<file path="src/rtl/lcdt_pkg.sv">
package lcdt_pkg;

  typedef enum logic {
    PIX_RGB565 = 1'b0,
    PIX_RGB888 = 1'b1
  } pix_fmt_e;

  function automatic int bytes_per_pix(input pix_fmt_e fmt);
    return (fmt == PIX_RGB888) ? 3 : 2;
  endfunction

  function automatic int pipe_dly(input pix_fmt_e fmt, input int d565, input int d888);
    return (fmt == PIX_RGB888) ? d888 : d565;
  endfunction

endpackage

</file>
<file path="src/rtl/lcdt_launch.sv">
module lcdt_launch #(
  parameter int LEAD = 1
) (
  input  logic clk,
  input  logic rst_n,
  input  logic en,
  output logic v_go,
  output logic h_go
);
  localparam int CW = $clog2(LEAD + 1);

  logic [CW-1:0] wait_cnt;

  always_ff @(posedge clk or negedge rst_n) begin
    if (!rst_n) begin
      v_go     <= 1'b0;
      h_go     <= 1'b0;
      wait_cnt <= '0;
    end else if (!en) begin
      v_go     <= 1'b0;
      h_go     <= 1'b0;
      wait_cnt <= '0;
    end else begin
      v_go <= 1'b1;
      if (v_go && !h_go) begin
        if (wait_cnt == CW'(LEAD - 1)) h_go <= 1'b1;
        else wait_cnt <= wait_cnt + 1'b1;
      end
    end
  end


  h_after_v_chk: assert property (@(posedge clk) disable iff (!rst_n)
    h_go |-> v_go);


  h_late_chk: assert property (@(posedge clk) disable iff (!rst_n)
    $rose(v_go) |-> !h_go);

endmodule

</file>
<file path="src/rtl/lcdt_vtimer.sv">
module lcdt_vtimer #(
  parameter int FRAME_CLK = 1008,
  parameter int VS_W      = 6
) (
  input  logic clk,
  input  logic rst_n,
  input  logic en,
  input  logic run,
  output logic vs_n
);
  localparam int FW = $clog2(FRAME_CLK);
  localparam logic [FW-1:0] LAST_F = FW'(FRAME_CLK - 1);

  logic [FW-1:0] fcnt;

  always_ff @(posedge clk or negedge rst_n) begin
    if (!rst_n) fcnt <= '0;
    else if (!en) fcnt <= '0;
    else if (run) fcnt <= (fcnt == LAST_F) ? '0 : fcnt + 1'b1;
  end

  assign vs_n = !(run && ({1'b0, fcnt} < (FW+1)'(VS_W)));


  frame_range_chk: assert property (@(posedge clk) disable iff (!rst_n)
    {1'b0, fcnt} < (FW+1)'(FRAME_CLK));


  vs_width_chk: assert property (@(posedge clk) disable iff (!rst_n)
    $fell(vs_n) && en |=> !vs_n || !$past(en));

endmodule

</file>
<file path="src/rtl/lcdt_htimer.sv">
module lcdt_htimer #(
  parameter int LINE_CLK = 672,
  parameter int HS_W     = 4,
  parameter int DE_START = 17,
  parameter int DE_LEN   = 640,
  parameter int TOP      = 2,
  parameter int ACT      = 240,
  parameter int TOT      = 244,
  parameter int BW       = 10,
  parameter int LW       = 8
) (
  input  logic          clk,
  input  logic          rst_n,
  input  logic          en,
  input  logic          run,
  output logic          hs_n,
  output logic          de,
  output logic [BW-1:0] bcnt,
  output logic [LW-1:0] lcnt
);
  localparam logic [BW-1:0] LAST_B = BW'(LINE_CLK - 1);
  localparam logic [LW-1:0] LAST_L = LW'(TOT - 1);
  localparam int            DE_END = DE_START + DE_LEN;

  logic col_ok, row_lo, row_hi;

  always_ff @(posedge clk or negedge rst_n) begin
    if (!rst_n) begin
      bcnt <= '0;
      lcnt <= '0;
    end else if (!en) begin
      bcnt <= '0;
      lcnt <= '0;
    end else if (run) begin
      if (bcnt == LAST_B) begin
        bcnt <= '0;
        lcnt <= (lcnt == LAST_L) ? '0 : lcnt + 1'b1;
      end else begin
        bcnt <= bcnt + 1'b1;
      end
    end
  end

  assign col_ok = ({1'b0, bcnt} >= (BW+1)'(DE_START)) && ({1'b0, bcnt} < (BW+1)'(DE_END));

  generate
    if (TOP == 0) begin : g_no_top
      assign row_lo = 1'b1;
    end else begin : g_top
      assign row_lo = ({1'b0, lcnt} >= (LW+1)'(TOP));
    end
  endgenerate

  assign row_hi = ({1'b0, lcnt} < (LW+1)'(TOP + ACT));
  assign de     = run && col_ok && row_lo && row_hi;
  assign hs_n   = !(run && ({1'b0, bcnt} < (BW+1)'(HS_W)));


  byte_range_chk: assert property (@(posedge clk) disable iff (!rst_n)
    {1'b0, bcnt} < (BW+1)'(LINE_CLK));


  line_wrap_chk: assert property (@(posedge clk) disable iff (!rst_n)
    en && run && bcnt == LAST_B |=> bcnt == '0);


  de_hs_apart_chk: assert property (@(posedge clk) disable iff (!rst_n)
    de |-> hs_n);


  hs_width_chk: assert property (@(posedge clk) disable iff (!rst_n)
    $fell(hs_n) && en |=> !hs_n || !$past(en));

endmodule

</file>
<file path="src/rtl/lcd_sync_gen.sv">
module lcd_sync_gen #(
  parameter lcdt_pkg::pix_fmt_e PIX_FMT = lcdt_pkg::PIX_RGB565,
  parameter int ACT_PIX    = 320,
  parameter int ACT_LINES  = 240,
  parameter int LINE_PIX   = 336,
  parameter int HS_PIX     = 2,
  parameter int LEAD_PIX   = 7,
  parameter int DLY_565    = 3,
  parameter int DLY_888    = 5,
  parameter int TOP_BLANK  = 2,
  parameter int BOT_BLANK  = 2,
  parameter int VS_PIX     = 2,
  parameter int VS_LEAD    = 1,
  localparam int BPP       = lcdt_pkg::bytes_per_pix(PIX_FMT),
  localparam int LINE_CLK  = LINE_PIX * BPP,
  localparam int TOT_LINES = TOP_BLANK + ACT_LINES + BOT_BLANK,
  localparam int BW        = $clog2(LINE_CLK),
  localparam int LW        = $clog2(TOT_LINES)
) (
  input  logic          clk,
  input  logic          rst_n,
  input  logic          en,
  output logic          hs_n,
  output logic          vs_n,
  output logic          de,
  output logic [LW-1:0] line_idx,
  output logic [BW-1:0] byte_idx
);
  localparam int HS_W      = HS_PIX * BPP;
  localparam int VS_W      = VS_PIX * BPP;
  localparam int DE_START  = LEAD_PIX * BPP + lcdt_pkg::pipe_dly(PIX_FMT, DLY_565, DLY_888);
  localparam int DE_LEN    = ACT_PIX * BPP;
  localparam int FRAME_CLK = LINE_CLK * TOT_LINES;

  logic v_go, h_go;

  lcdt_launch #(.LEAD(VS_LEAD)) launch_i (
    .clk(clk), .rst_n(rst_n), .en(en), .v_go(v_go), .h_go(h_go)
  );

  lcdt_vtimer #(.FRAME_CLK(FRAME_CLK), .VS_W(VS_W)) vtim_i (
    .clk(clk), .rst_n(rst_n), .en(en), .run(v_go), .vs_n(vs_n)
  );

  lcdt_htimer #(
    .LINE_CLK(LINE_CLK), .HS_W(HS_W), .DE_START(DE_START), .DE_LEN(DE_LEN),
    .TOP(TOP_BLANK), .ACT(ACT_LINES), .TOT(TOT_LINES), .BW(BW), .LW(LW)
  ) htim_i (
    .clk(clk), .rst_n(rst_n), .en(en), .run(h_go),
    .hs_n(hs_n), .de(de), .bcnt(byte_idx), .lcnt(line_idx)
  );


  idle_chk: assert property (@(posedge clk) disable iff (!rst_n)
    !$past(en) |-> hs_n && vs_n && !de && line_idx == '0 && byte_idx == '0);


  hs_under_vs_chk: assert property (@(posedge clk) disable iff (!rst_n)
    $fell(hs_n) && line_idx == '0 |-> !vs_n);


  de_off_vs_chk: assert property (@(posedge clk) disable iff (!rst_n)
    de |-> vs_n);

endmodule

</file>
<file path="config.mk">
export PLATFORM = sky130hd
export DESIGN_NAME = lcd_sync_gen
export DESIGN_NICKNAME = d
export VERILOG_FILES = /design/src/rtl/lcdt_pkg.sv /design/src/rtl/lcdt_launch.sv /design/src/rtl/lcdt_vtimer.sv /design/src/rtl/lcdt_htimer.sv /design/src/rtl/lcd_sync_gen.sv
export SDC_FILE = /design/constraint.sdc
export NUM_CORES = 1
export LEC_CHECK = 0
export ABC_AREA = 1
export BUFFER_PORTS_ARGS = -buffer_cell sky130_fd_sc_hd__buf_4
export CELL_PAD_IN_SITES_DETAIL_PLACEMENT = 1
export CELL_PAD_IN_SITES_GLOBAL_PLACEMENT = 1
export CORE_UTILIZATION = 30
export CTS_BUF_LIST = sky130_fd_sc_hd__clkbuf_8
export CTS_CLUSTER_SIZE = 24
export DETAILED_ROUTE_END_ITERATION = 6
export GPL_TIMING_DRIVEN = 1
export MAX_ROUTING_LAYER = met4
export PLACE_DENSITY_LB_ADDON = 0.1
export RECOVER_POWER = 25
export SYNTH_ARGS = -nofsm -noshare
export SYNTH_HDL_FRONTEND = slang
export SYNTH_SLANG_ARGS = --single-unit
export TNS_END_PERCENT = 20
</file>
<file path="constraint.sdc">
create_clock -name clk -period 3.4 [get_ports clk]
set_input_delay 0.17 -clock clk [delete_from_list [all_inputs] [get_ports clk]]
set_output_delay 0.17 -clock clk [all_outputs]
set_load 0.005 [all_outputs]
</file>
==> metrics.txt, run 1 <==
die area=between 8000 and 9000 um^2; register area share after synthesis=38.5%; TritonRoute pass-1 iters=4; Bufs on Longest Clock Path=2; Setup CP Type=flip-flop to output port; Post-Syn Area=2470 um^2; Crit Path Max Fanout=5; WL/cell=14.1 um; max-slew violations=0; Vias=2330; std cell rows=32; Vias/cell=4.77; final critical-path share of the clock period=53.7%; Area Overhead vs Synth=14.8%; reg2reg setup slack=1.81 ns; Final Setup Violations=0; # DRC=0; DIE HEIGHT=around 93 um; M3 GR Usage=under 10%; ranking of synthesized cells by area=dfrtp_1 39%, nand2_1 17%, nor2_1 9.0%; Hold Path Cell Cnt=1; postcts setup bufs=0; Hold Buf Count CTS=1; Power per Cell Area=330 nW/um^2; gr usage total=between 15 and 20%; global-route wire length before repair=between 10000 and 15000 um; Initial Util=a little under a third; Port-buffer cells=23; hold path start=en; share of cells above drive strength 1=between 10% and 20%; Clock Skew=0.0115 ns; Post-Synthesis Net Count=367; Clk Tree Root Cell=clkbuf_8; Avg Inst Size Synth=6.90 um^2; post-placement cell count=roughly 480; fmax=about 550 MHz; DP Wirelength=about 5300 um; final hold vios=0; Worst VDD drop=0.130 mV; status=finished, final reports clean; CP Launch Type=flip-flop; largest net degree at the start of global routing=39; Nets=394; Max stage delay on crit path=0.42 ns; met1 Use GR=about a fifth; clock transition at the registers of the reported paths=about 0.08 ns; Yosys cell types=30; Num CTS Buffers=5; Pleak=1.46 nW; pre-CTS setup slack=between 1.5 and 2 ns; initial antenna violation count=0; biggest area consumer among synthesized cells=dfrtp_1; share of the synthesized area in the top cell type=38.5%; total core area=7850 um^2; Seq cells post-synth=38; RePlAce Congestion=just under 0.8; final worst slack=roughly 1.6 ns; crit path capture type=output port; Sink Count=38; depth of the worst register-to-register path=9; met2 Track Usage GR=a little under a third; Finished Layout Cells=~490; antenna cells=0; reg2reg start=htim_i.bcnt[0]$_DFFE_PN0P_; CTS tree=yes; Rel. slew slack=approximately half; layer with the highest usage=met2; setup TNS=0 ns; critical path's slowest cell=dfrtp_1; Arr. time, crit path=between 1.5 and 2 ns; antenna-violating nets left=0; # IOs=24; CP required=between 3 and 4 ns; HP Class=input pin to flip-flop; Max-Cap Viols=0; clk_lat worst skew=about 0.29 ns; worst hold path endpoint=launch_i.v_go$_DFF_PN0_; vias in the first global route=approximately 2300; Slew @ Worst Pin=around 0.74 ns; Ys Warns=0; Iteration-0 DRC Markers=75; grt ovf=0; Post-Synthesis Cells=between 300 and 400; Routed WL=just under 7000 um; crit path time final=1.83 ns; RSZ-0062 raised after global routing=no; Post-CTS Resized=0; Die Width=92.7 um; H-tree lvl count=2; r2r endpoint=htim_i.lcnt[2]$_DFFE_PN0P_; worst-path cell chain=inv_1 > ha_1 > a31o_2 > o21ai_0 > nor2_1 > buf_4
==> per-layer routing <==
metal / vias up / share of wire (%) / routed length [um]
li1: 1169 / - / -
met5: - / 0 / 0
met4: 0 / 0.86 / 59
met3: 4 / 2.0 / 136
met2: 20 / 51 / 3510
met1: 1137 / 46 / 3160
==> cell usage in the layout, fill, tap and decap left out, types with 2 or more instances in the layout <==
master,n
nor4_1,2
dfrtp_1,38
nand2_2,2
o21bai_1,3
nor2_2,4
nand4_1,14
o21ai_0,9
nor2_4,3
xor2_1,7
inv_2,5
ha_1,6
nand2_4,2
inv_1,46
nor3_1,3
xnor2_1,3
buf_4,22
a21oi_1,7
nand3_1,20
clkbuf_8,6
nor2_1,59
nand2_1,113
==> critical path: cells and delay by family (launching register included) <==
| kind | cells | cell delay (ns) |
|---|---|---|
| buffers and inverters | 2 | 0.22 |
| flip-flops | 1 | 0.42 |
| AND/OR/NAND/NOR | 1 | 0.08 |
| AO/OA/AOI/OAI | 2 | 0.43 |
| adder cells (fa/ha/maj) | 1 | 0.22 |
==> metrics by stage <==
step	cell area, um^2	hold WS, ns	util (%)	total power [mW]
after global placement	2740	0.194	34.9	0.612
after floorplan	2470	-0.126	-	0.555
after detailed placement	2740	0.189	34.9	0.610
after CTS	2840	0.107	36.2	0.961
final	2840	0.363	36.1	0.935
after global routing	2840	0.378	36.1	0.985
==> logic make-up (layout without fill, tap and decap cells) <==
| group | Yosys count | in the layout | synth area share [%] |
|---|---|---|---|
| adders and majority gates | 6 | 6 | 3.04 |
| xor gates and xnor gates | 10 | 10 | 3.55 |
| and+or+nand+nor | 225 | 225 | 40.1 |
| buffers and inverters | 56 | 84 | 9.52 |
| DFF | 38 | 38 | 38.5 |
| AOI/OAI and AO/OA | 23 | 23 | 5.27 |
==> where the power goes <==
group          switching (mW)  internal (mW)  leakage, nW  total (mW)
Combinational          0.0681         0.0429        0.894       0.111
Sequential             0.0211          0.466        0.523       0.487
Clock                   0.174          0.163       0.0472       0.337
Total                   0.263          0.672         1.46       0.935
==> state kept, by name, summed over array words and instances, names as in the netlist <==
| name | count |
|---|---|
| vtim_i.fcnt | 18 |
| htim_i.bcnt | 10 |
| launch_i.v_go | 1 |
| launch_i.h_go | 1 |
| htim_i.lcnt | 8 |
==> worst max-delay path by stage <==
stage	start	end	slack, ns	cells after the start
2_1_floorplan	htim_i.bcnt[0]$_DFFE_PN0P_	htim_i.bcnt[7]$_DFFE_PN0P_	2.02	8
3_3_place_gp	htim_i.bcnt[0]$_DFFE_PN0P_	htim_i.lcnt[6]$_DFFE_PN0P_	1.82	9
3_5_place_dp	htim_i.bcnt[0]$_DFFE_PN0P_	htim_i.lcnt[7]$_DFFE_PN0P_	1.81	9
4_1_cts	htim_i.bcnt[0]$_DFFE_PN0P_	de	1.54	6
5_1_grt	htim_i.bcnt[0]$_DFFE_PN0P_	de	1.44	6
6_report	htim_i.bcnt[0]$_DFFE_PN0P_	de	1.57	6
==> Yosys cell counts (all sizes together) <==
master    n
a21oi     7
a31o      1
buf       4
dfrtp    38
ha        6
inv      52
nand2   117
nand3    20
nand4    15
nor2     66
nor3      4
nor3b     1
nor4      2
o21ai    10
o21bai    3
o22ai     1
o31ai     1
xnor2     3
xor2      7
==> area by class of cell <==
type | instances | area [um^2]
multi-input cells | 264 | 1280
clock buffers | 6 | 82.6
repair buffers | 24 | 179
fillers | 1043 | 5010
flip-flops and latches | 38 | 951
inverters | 52 | 200
well taps | 102 | 128
clock inverters | 2 | 12.5
No activity file was read; power rests on OpenSTA's default activity.
==> inputs of run 2 (changes only) <==
==> constraint.sdc (replaced) <==
create_clock -name clk -period 1.6 [get_ports clk]
set_input_delay 0.08 -clock clk [delete_from_list [all_inputs] [get_ports clk]]
set_output_delay 0.08 -clock clk [all_outputs]
set_load 0.005 [all_outputs]
==> run 2 against run 1 <==
Net effect: routed wire length up 5.2%; sequential power up 110%; via count up 3.0%; non-clock buffer count up 21; first-iteration DRC count down 16%; combinational power rose to 3.4 times the previous value; global-route usage up 1.1 points; sequential share of layout area down 3.3 points; count of clock-buffer cells in the layout unchanged; clock skew down 0.0046 ns; core utilization up 4.2 points; die area unchanged; largest cell class unchanged.
==> metrics.txt, run 2 (same netlist as run 1, synthesis figures left out) <==
CP Launch Type=flip-flop; Max-Cap Viols=0; CP required=between 1.5 and 2 ns; total core area=just under 8000 um^2; Util after Layout=about 40%; Num CTS Buffers=5; cell family with most CP delay=flip-flops; Vias=2400; WL/cell=approximately 14 um; status=finished, final reports clean; worst-path cell chain=inv_2 > ha_4 > a31o_4 > nand2_2 > nand3_2 > nor2_1 > buf_4; Port-buffer cells=23; Iteration-0 DRC Markers=63; Nets=~420; RePlAce Congestion=about 0.79; std cell rows=32; share of cells above drive strength 1=23.5%; gr usage total=a little under a fifth; Initial Util=about a third; Largest Register=vtim_i.fcnt; DP Wirelength=around 5400 um; DIE HEIGHT=just over 90 um; global-route wire length before repair=between 10000 and 15000 um; initial antenna violation count=0; area of the multi-input gates=around 1400 um^2; critical path's slowest cell=dfrtp_1; Largest regs=vtim_i.fcnt (18), htim_i.bcnt (10), htim_i.lcnt (8); antenna-violating nets left=0; Area Overhead vs Synth=28.1%; die area=about 8600 um^2; HP Class=input pin to asynchronous set/reset pin; H-tree lvl count=2; clk_lat worst skew=about 0.3 ns; most common cell after layout, fill and taps aside=nand2_1; crit path time final=approximately 1.6 ns; TritonRoute pass-1 iters=4; vias in the first global route=around 2500; fill count=around 1000; Vias/cell=4.71; final critical-path share of the clock period=between 90% and 100%; final hold vios=0; max reg flops=18; Routed WL=roughly 7200 um; Max stage delay on crit path=approximately 0.40 ns; Sink Count=38; pre-CTS setup slack=a little under 0.1 ns; Setup CP Type=flip-flop to output port; most frequent cells in the layout=111 x nand2_1, 56 x nor2_1, 42 x inv_1; fmax=~640 MHz; Bufs on Longest Clock Path=2; hold slack=about 0.47 ns; Pleak=roughly 1.6 nW; antenna cells=0; # DRC=0; Die Width=between 90 and 100 um; max-slew violations=0; grt ovf=0; Clock Skew=approximately 0.007 ns; CTS tree=yes; depth of the worst register-to-register path=9; Crit Path Max Fanout=2; area occupied by registers=~960 um^2; Buf/Inv on CP=2; Worst VDD drop=0.361 mV; RSZ-0062 raised after global routing=yes; Rel. slew slack=between 30% and 40%; clock transition at the registers of the reported paths=roughly 0.090 ns; Slew @ Worst Pin=~0.99 ns; Arr. time, crit path=around 1.5 ns; Final Setup Violations=0; Clk Tree Root Cell=clkbuf_8; crit path capture type=output port; Power per Cell Area=just under 800 nW/um^2; # IOs=24; largest net degree at the start of global routing=39; final worst slack=around 0.032 ns; Levels on crit path=7
[run 2: changes by cell type in the layout (fill, tap and decap cells not counted), sizes merged]
cell | before | now
clkinv | 1 | 0
nand2 | 117 | 118
bufinv | 0 | 2
clkinvlp | 1 | 0
dlygate4sd3 | 1 | 2
buf | 22 | 42
[run 2: layer usage]
| metal | track usage [%] | vias to the layer above | wire, um |
|---|---|---|---|
| met5 | - | - | 0 |
| met4 | 4.62 | 0 | 80 |
| met3 | 3.37 | 9 | 166 |
| met2 | 35.5 | 23 | 3900 |
| met1 | 20.5 | 1153 | 3070 |
| li1 | - | 1215 | - |
[run 2: area by class of cell]
class	count	area share (%)
Sequential cell	38	30.2
Tap cell	102	4.03
Clock buffer	6	2.61
Clock inverter	2	1.90
Multi-Input combinational cell	265	44.0
Inverter	52	6.33
Timing Repair Buffer	45	10.9
[run 2: worst register-to-register path, stage by stage, from the launching register on]
cell and delay (ns):
dfrtp_1 0.40, buf_6 0.14, ha_4 0.14, nand2_4 0.06, nor2_4 0.13, inv_2 0.06, nor3_4 0.22, buf_4 0.16
nand4_1 0.09, nand2_1 0.09
[run 2: metrics by stage]
stage	power, mW	cells	cell area [um^2]	setup TNS (ns)
global placement	1.30	489	2810	0
detailed placement	1.31	489	2810	0
floorplan	1.18	358	2470	0
CTS	2.42	504	3040	-0.0159
finish	2.45	510	3160	0
global route	2.58	510	3160	-0.625
[run 2: power breakdown]
part           internal, mW  switching, mW  total, mW
Sequential            0.991         0.0346       1.03
Clock                 0.666          0.381       1.05
Combinational         0.173          0.204      0.377
Total                  1.83          0.620       2.45
[run 2: timing repair]
item                                    4_1_cts  5_1_grt
gates resized for setup                       8       25
pin swaps                                     2        8
endpoints found under the setup margin        2       30
hold buffers                                  2        0
endpoints found under the hold margin        39        0
gates cloned                                  0        1
setup buffers                                 5        5
[run 2: final timing paths]
check	from	to	slack (ns)
hold / removal	rst_n	htim_i.lcnt[6]$_DFFE_PN0P_	0.47
hold reg to reg	vtim_i.fcnt[12]$_DFFE_PN0P_	vtim_i.fcnt[12]$_DFFE_PN0P_	0.57
setup / recovery	htim_i.bcnt[0]$_DFFE_PN0P_	de	0.03
setup reg to reg	htim_i.bcnt[0]$_DFFE_PN0P_	htim_i.lcnt[0]$_DFFE_PN0P_	0.07
max in group asynchronous	rst_n	vtim_i.fcnt[10]$_DFFE_PN0P_	0.45
min in group clk	vtim_i.fcnt[12]$_DFFE_PN0P_	vtim_i.fcnt[12]$_DFFE_PN0P_	0.57
